`config.mk`:
```
export PLATFORM = sky130hd
export DESIGN_NAME = pt_walker
export DESIGN_NICKNAME = d
export VERILOG_FILES = /design/src/rtl/pt_walker.sv
export SDC_FILE = /design/constraint.sdc
export NUM_CORES = 1
export LEC_CHECK = 0
export BUFFER_PORTS_ARGS = -buffer_cell sky130_fd_sc_hd__buf_2
export CAP_MARGIN = 30
export CORE_MARGIN = 2
export CORE_UTILIZATION = 48
export CTS_BUF_LIST = sky130_fd_sc_hd__clkbuf_16
export CTS_CLUSTER_SIZE = 14
export DETAILED_ROUTE_END_ITERATION = 10
export PLACE_DENSITY = 0.9
export SYNTH_ARGS = -nofsm -noshare
export SYNTH_HDL_FRONTEND = slang
export SYNTH_SLANG_ARGS = --single-unit
```
`constraint.sdc`:
```
create_clock -name clk -period 2 [get_ports clk]
set_input_delay 0.4 -clock clk [delete_from_list [all_inputs] [get_ports clk]]
set_output_delay 0.4 -clock clk [all_outputs]
set_load 0.05 [all_outputs]
```
`src/rtl/pt_walker.sv`:
```
module pt_walker (
  input  logic        clk,
  input  logic        rst_n,
  input  logic        req_valid,
  input  logic [31:0] req_vaddr,
  input  logic        req_write,
  input  logic        req_user,
  input  logic        req_pde_hit,
  input  logic [31:0] req_pde,
  input  logic [31:0] dir_base,
  output logic        busy,
  output logic        mem_req,
  output logic        mem_we,
  output logic [31:0] mem_addr,
  output logic [31:0] mem_wdata,
  input  logic [31:0] mem_rdata,
  input  logic        mem_ack,
  output logic        done,
  output logic [31:0] pte_out,
  output logic        fault,
  output logic        fault_prot,
  output logic        fault_write,
  output logic        fault_user,
  output logic [31:0] fault_vaddr
);
  localparam int B_P = 0, B_RW = 1, B_US = 2, B_A = 5, B_D = 6;

  typedef enum logic [3:0] {
    S_IDLE, S_RD_PDE, S_CK_PDE, S_RD_PTE, S_CK_PTE,
    S_WB_PDE, S_WB_PTE, S_DONE, S_FAULT
  } st_t;

  st_t         st;
  logic [31:0] va, pde, pte;
  logic [19:0] base;
  logic        wr, usr, pde_wb, pte_wb;

  wire pde_bad = (usr && !pde[B_US]) || (wr && !pde[B_RW]);
  wire pte_bad = (usr && !pte[B_US]) || (wr && !pte[B_RW]);
  wire [31:0] pde_addr = {base, va[31:22], 2'b00};
  wire [31:0] pte_addr = {pde[31:12], va[21:12], 2'b00};

  assign busy        = (st != S_IDLE);
  assign mem_req     = (st == S_RD_PDE) || (st == S_RD_PTE) || mem_we;
  assign mem_we      = (st == S_WB_PDE) || (st == S_WB_PTE);
  assign mem_addr    = (st == S_RD_PDE || st == S_WB_PDE) ? pde_addr : pte_addr;
  assign mem_wdata   = (st == S_WB_PDE) ? (pde | (32'd1 << B_A)) : pte;
  assign done        = (st == S_DONE);
  assign fault       = (st == S_FAULT);
  assign pte_out     = pte;
  assign fault_vaddr = va;
  assign fault_write = wr;
  assign fault_user  = usr;

  always_ff @(posedge clk or negedge rst_n) begin
    if (!rst_n) begin
      st <= S_IDLE; va <= '0; pde <= '0; pte <= '0; base <= '0;
      wr <= 1'b0; usr <= 1'b0; pde_wb <= 1'b0; pte_wb <= 1'b0; fault_prot <= 1'b0;
    end else begin
      case (st)
        S_IDLE: if (req_valid) begin
          va <= req_vaddr; wr <= req_write; usr <= req_user;
          base <= dir_base[31:12]; pde_wb <= 1'b0; pte_wb <= 1'b0;
          if (req_pde_hit) begin
            pde <= req_pde;
            st  <= S_RD_PTE;
          end else begin
            st <= S_RD_PDE;
          end
        end
        S_RD_PDE: if (mem_ack) begin
          pde <= mem_rdata;
          st  <= S_CK_PDE;
        end
        S_CK_PDE: begin
          if (!pde[B_P]) begin
            fault_prot <= 1'b0; st <= S_FAULT;
          end else if (pde_bad) begin
            fault_prot <= 1'b1; st <= S_FAULT;
          end else begin
            pde_wb <= !pde[B_A]; st <= S_RD_PTE;
          end
        end
        S_RD_PTE: if (mem_ack) begin
          pte <= mem_rdata;
          st  <= S_CK_PTE;
        end
        S_CK_PTE: begin
          if (!pte[B_P]) begin
            fault_prot <= 1'b0; st <= S_FAULT;
          end else if (pte_bad) begin
            fault_prot <= 1'b1; st <= S_FAULT;
          end else begin
            pte[B_A] <= 1'b1;
            if (wr) pte[B_D] <= 1'b1;
            pte_wb <= !pte[B_A] || (wr && !pte[B_D]);
            if (pde_wb) st <= S_WB_PDE;
            else if (!pte[B_A] || (wr && !pte[B_D])) st <= S_WB_PTE;
            else st <= S_DONE;
          end
        end
        S_WB_PDE: if (mem_ack) st <= pte_wb ? S_WB_PTE : S_DONE;
        S_WB_PTE: if (mem_ack) st <= S_DONE;
        default: st <= S_IDLE;
      endcase
    end
  end


  req_hold_chk: assert property (@(posedge clk) disable iff (!rst_n)
    mem_req && !mem_ack |=> mem_req && $stable(mem_addr) && $stable(mem_we) && $stable(mem_wdata));


  pte_acc_chk: assert property (@(posedge clk) disable iff (!rst_n)
    done |-> pte_out[B_P] && pte_out[B_A]);


  wr_dirty_chk: assert property (@(posedge clk) disable iff (!rst_n)
    done && wr |-> pte_out[B_D]);


  wb_data_chk: assert property (@(posedge clk) disable iff (!rst_n)
    mem_we |-> mem_wdata[B_A] && mem_wdata[B_P]);


  start_chk: assert property (@(posedge clk) disable iff (!rst_n)
    $rose(busy) |-> $past(req_valid));
endmodule

```
==> flow_metrics.py <==
metrics = {
    "logic_synthesis": {
        "yosys_warns": 0,
        "seq_area_frac_synth": 0.517,
        "synth_largest_type_area_fraction": 0.517,
        "synth.avg_cell_area_um2": 12.7,
        "synthTopCellsByArea": "sky130_fd_sc_hd__dfrtp_1 52%, sky130_fd_sc_hd__mux2_2 27%, sky130_fd_sc_hd__mux2i_1 5.6%",
        "synthTopCellsByCount": "147 x sky130_fd_sc_hd__mux2_2, 125 x sky130_fd_sc_hd__dfrtp_1, 41 x sky130_fd_sc_hd__nor2_1",
        "synth_cell_types": 38,
        "share_of_synthesized_registers_carrying_an_async_set_or_reset": 1.00,
        "synth.largest_area_cell": "sky130_fd_sc_hd__dfrtp_1",
        "synthMostInstantiatedCell": "sky130_fd_sc_hd__mux2_2",
        "number_of_enable_type_register_cells_in_the_synthesized_netlist": 0,
        "mappedNetlistArea_um2": 6050,
        "netlist_instances": 477,
        "synth_top_flop_cell": "sky130_fd_sc_hd__dfrtp_1",
        "flops_latches_synth": 125,
    },
    "drt": {
        "highest-signal-layer": "met5",
        "detailroute.via_count": 5069,
        "drt_total_wl_mm": 18.6,
        "drtIter0Drc": 312,
        "met3WireLength_mm": 1.30,
        "m1WireLength_mm": 7.02,
        "detail_route.drc_violations": 0,
        "first_pass_iters": 4,
        "viasPerCell": 5.46,
        "drt-wirelength-per-cell_um": 20.0,
        "antenna_left": 0,
        "route.met2.wl_mm": 9.66,
    },
    "sta": {
        "grt_setup_unrepaired": "true",
        "final_critical_path_setup_slack_ns": -0.309,
        "clock_period_minus_worst_slack_ns": 2.31,
        "report.final.slew_viol_count": 0,
        "worst_clock_skew_ns": 0.00654,
        "timing.fmax_mhz": 433,
        "final-setup-viol-count": 62,
        "hold_viol": 7,
        "whs_ns": -0.0147,
        "fin_crit_sh": 1.15,
        "worst_pin_slew_ns": 0.623,
        "slew_headroom": 0.574,
    },
    "clocking": {
        "cts_hold_buffers": 0,
        "cts_tree": "done",
        "h-tree-depth": 4,
        "cts_max_path_bufs": 2,
        "cts_inserted_buffers": 17,
        "clk_pin_slew_worst_paths_ns": 0.05,
        "cts_sinks": 125,
        "clk_latency_ns": 0.41,
        "clockRootBuffer": "sky130_fd_sc_hd__clkbuf_16",
    },
    "placed_design": {
        "place.detailed.hpwl_mm": 11.7,
        "last_weighted_congestion_value_of_the_routability_driven_placer": 0.965,
        "io_buffers": 256,
        "placed_cell_area_um2": 7670,
    },
    "setup_path": {
        "critical_path_start_type": "register",
        "data_arrival_at_the_endpoint_of_the_critical_path_ns": 1.91,
        "worst-endpoint-required_ns": 1.60,
        "critical_path_class": "reg -> out",
        "end_kind": "primary output",
        "critical_path.max_fanout": 5,
    },
    "die": {
        "initial_core_util": 0.497,
        "design.portCount": 271,
        "floorplan.rows": 40,
        "die_area_um2": 13500,
        "chipHeight_um": 116,
        "core_region_area_um2": 12200,
        "chipWidth_um": 116,
    },
    "global_routing": {
        "grt_max_degree": 61,
        "grt_pass1_vias": 5269,
        "grt_antenna_before_repair": 1,
        "grt_pass1_wl_mm": 26.2,
        "grt-ovfl-total": 0,
        "grt_util_all_layers": 0.257,
    },
    "layout": {
        "antenna_cells_inserted": 0,
        "share_of_cells_above_drive_strength_1": 0.620,
        "num-fill-cells": 804,
        "multi_input_area_um2": 2970,
        "flow.area_growth_from_synthesis_pct": 49.4,
        "nNetsFinal": 888,
        "register_cell_area_after_layout_um2": 3130,
        "finish.instance_area_um2": 9030,
    },
    "flow_run": {
        "timing.max_cap.violations": 0,
    },
    "outcome": {
        "violations": "hold timing, setup timing",
        "run_status": "finished, violations left",
    },
    "worst_hold_path": {
        "type_of_the_worst_min_delay_path": "in -> async",
    },
}
sequential cells by signal, indices dropped and copies added (netlist names), 4 cells and up:
register	flops
st	4
base	20
pte_out	32
fault_vaddr	32
pde	32
critical path, stage by stage (launching register included):
cell	delay, ns
sky130_fd_sc_hd__dfrtp_1	0.38
sky130_fd_sc_hd__nand2b_4	0.17
sky130_fd_sc_hd__nor2_4	0.17
sky130_fd_sc_hd__buf_12	0.14
sky130_fd_sc_hd__clkbuf_16	0.16
sky130_fd_sc_hd__mux2_4	0.32
sky130_fd_sc_hd__buf_8	0.15
through the flow:
step | TNS, ns | setup slack, ns | hold slack, ns | util | instances
floorplan | -1.43 | -0.0518 | 0.104 | - | 478
global placement | 0 | 0.0727 | 0.442 | 0.631 | 894
detailed placement | 0 | 0.0276 | 0.442 | 0.631 | 894
CTS | -16.79 | -0.328 | 0.00186 | 0.714 | 924
global route | -19.90 | -0.362 | 0.0177 | 0.743 | 929
finish | -16.74 | -0.309 | -0.0147 | 0.743 | 929
what timing repair did:
action,CTS,global route
buffers inserted,2,3
setup endpoints to repair,65,67
pin swaps,2,3
gates cloned,1,4
gates resized for setup,156,65
cells in the final DEF (no fill, tap or decap), types with 3 or more instances in the layout:
cell type	instances
sky130_fd_sc_hd__dfrtp_1	125
sky130_fd_sc_hd__buf_4	21
sky130_fd_sc_hd__buf_2	191
sky130_fd_sc_hd__mux2_2	98
sky130_fd_sc_hd__nor2_1	38
sky130_fd_sc_hd__buf_12	9
sky130_fd_sc_hd__nand2b_1	4
sky130_fd_sc_hd__a21oi_1	37
sky130_fd_sc_hd__clkinv_1	5
sky130_fd_sc_hd__clkbuf_16	21
sky130_fd_sc_hd__nand2_1	9
sky130_fd_sc_hd__mux2i_1	34
sky130_fd_sc_hd__nor4b_1	3
sky130_fd_sc_hd__o21ai_0	4
sky130_fd_sc_hd__nor2_4	3
sky130_fd_sc_hd__mux2_4	49
sky130_fd_sc_hd__buf_8	31
sky130_fd_sc_hd__inv_1	6
sky130_fd_sc_hd__buf_6	33
path summary, 6_finish.rpt:
check	end	start	slack, ns	cells past startpoint
max reg2reg	pde[17]$_DFFE_PN0P_	st[0]$_DFFE_PN0P_	0.11	6
max in group asynchronous	pde[21]$_DFFE_PN0P_	rst_n	1.61	2
min reg2reg	fault_vaddr[6]$_DFFE_PN0P_	fault_vaddr[6]$_DFFE_PN0P_	0.50	1
max	mem_wdata[17]	st[3]$_DFFE_PN0P_	-0.31	6
min in group clk	fault_vaddr[7]$_DFFE_PN0P_	req_vaddr[7]	0.22	2
min	st[2]$_DFFE_PN0P_	rst_n	-0.01	2
layout make-up:
| type | count | share of cell area |
|---|---|---|
| timing repair buffer | 290 | 0.248 |
| clock inverter | 10 | 0.00443 |
| sequential | 125 | 0.346 |
| inverter | 4 | 0.00194 |
| tap | 168 | 0.0233 |
| clock buffer | 17 | 0.0471 |
| multi-input combinational | 315 | 0.329 |
cells by family (layout without fill, tap and decap cells):
family	count (synthesis)	count (layout)	synth area share
AOI/OAI and AO/OA	56	56	0.0567
xor gates and xnor gates	1	1	0.00145
buffers and inverters	38	321	0.0339
DFF	125	125	0.517
muxes	181	181	0.330
other	1	2	0.000620
and+or+nand+nor	75	75	0.0598
metal layers:
metal	GRT usage	up-vias
met1	0.290	2519
met3	0.0758	51
met5	0	-
met4	0.128	2
met2	0.443	234
li1	-	2263
Power is left out: the tool's default activity adds up to more than one toggle a clock period on the data nets, which glitch-free logic cannot reach.
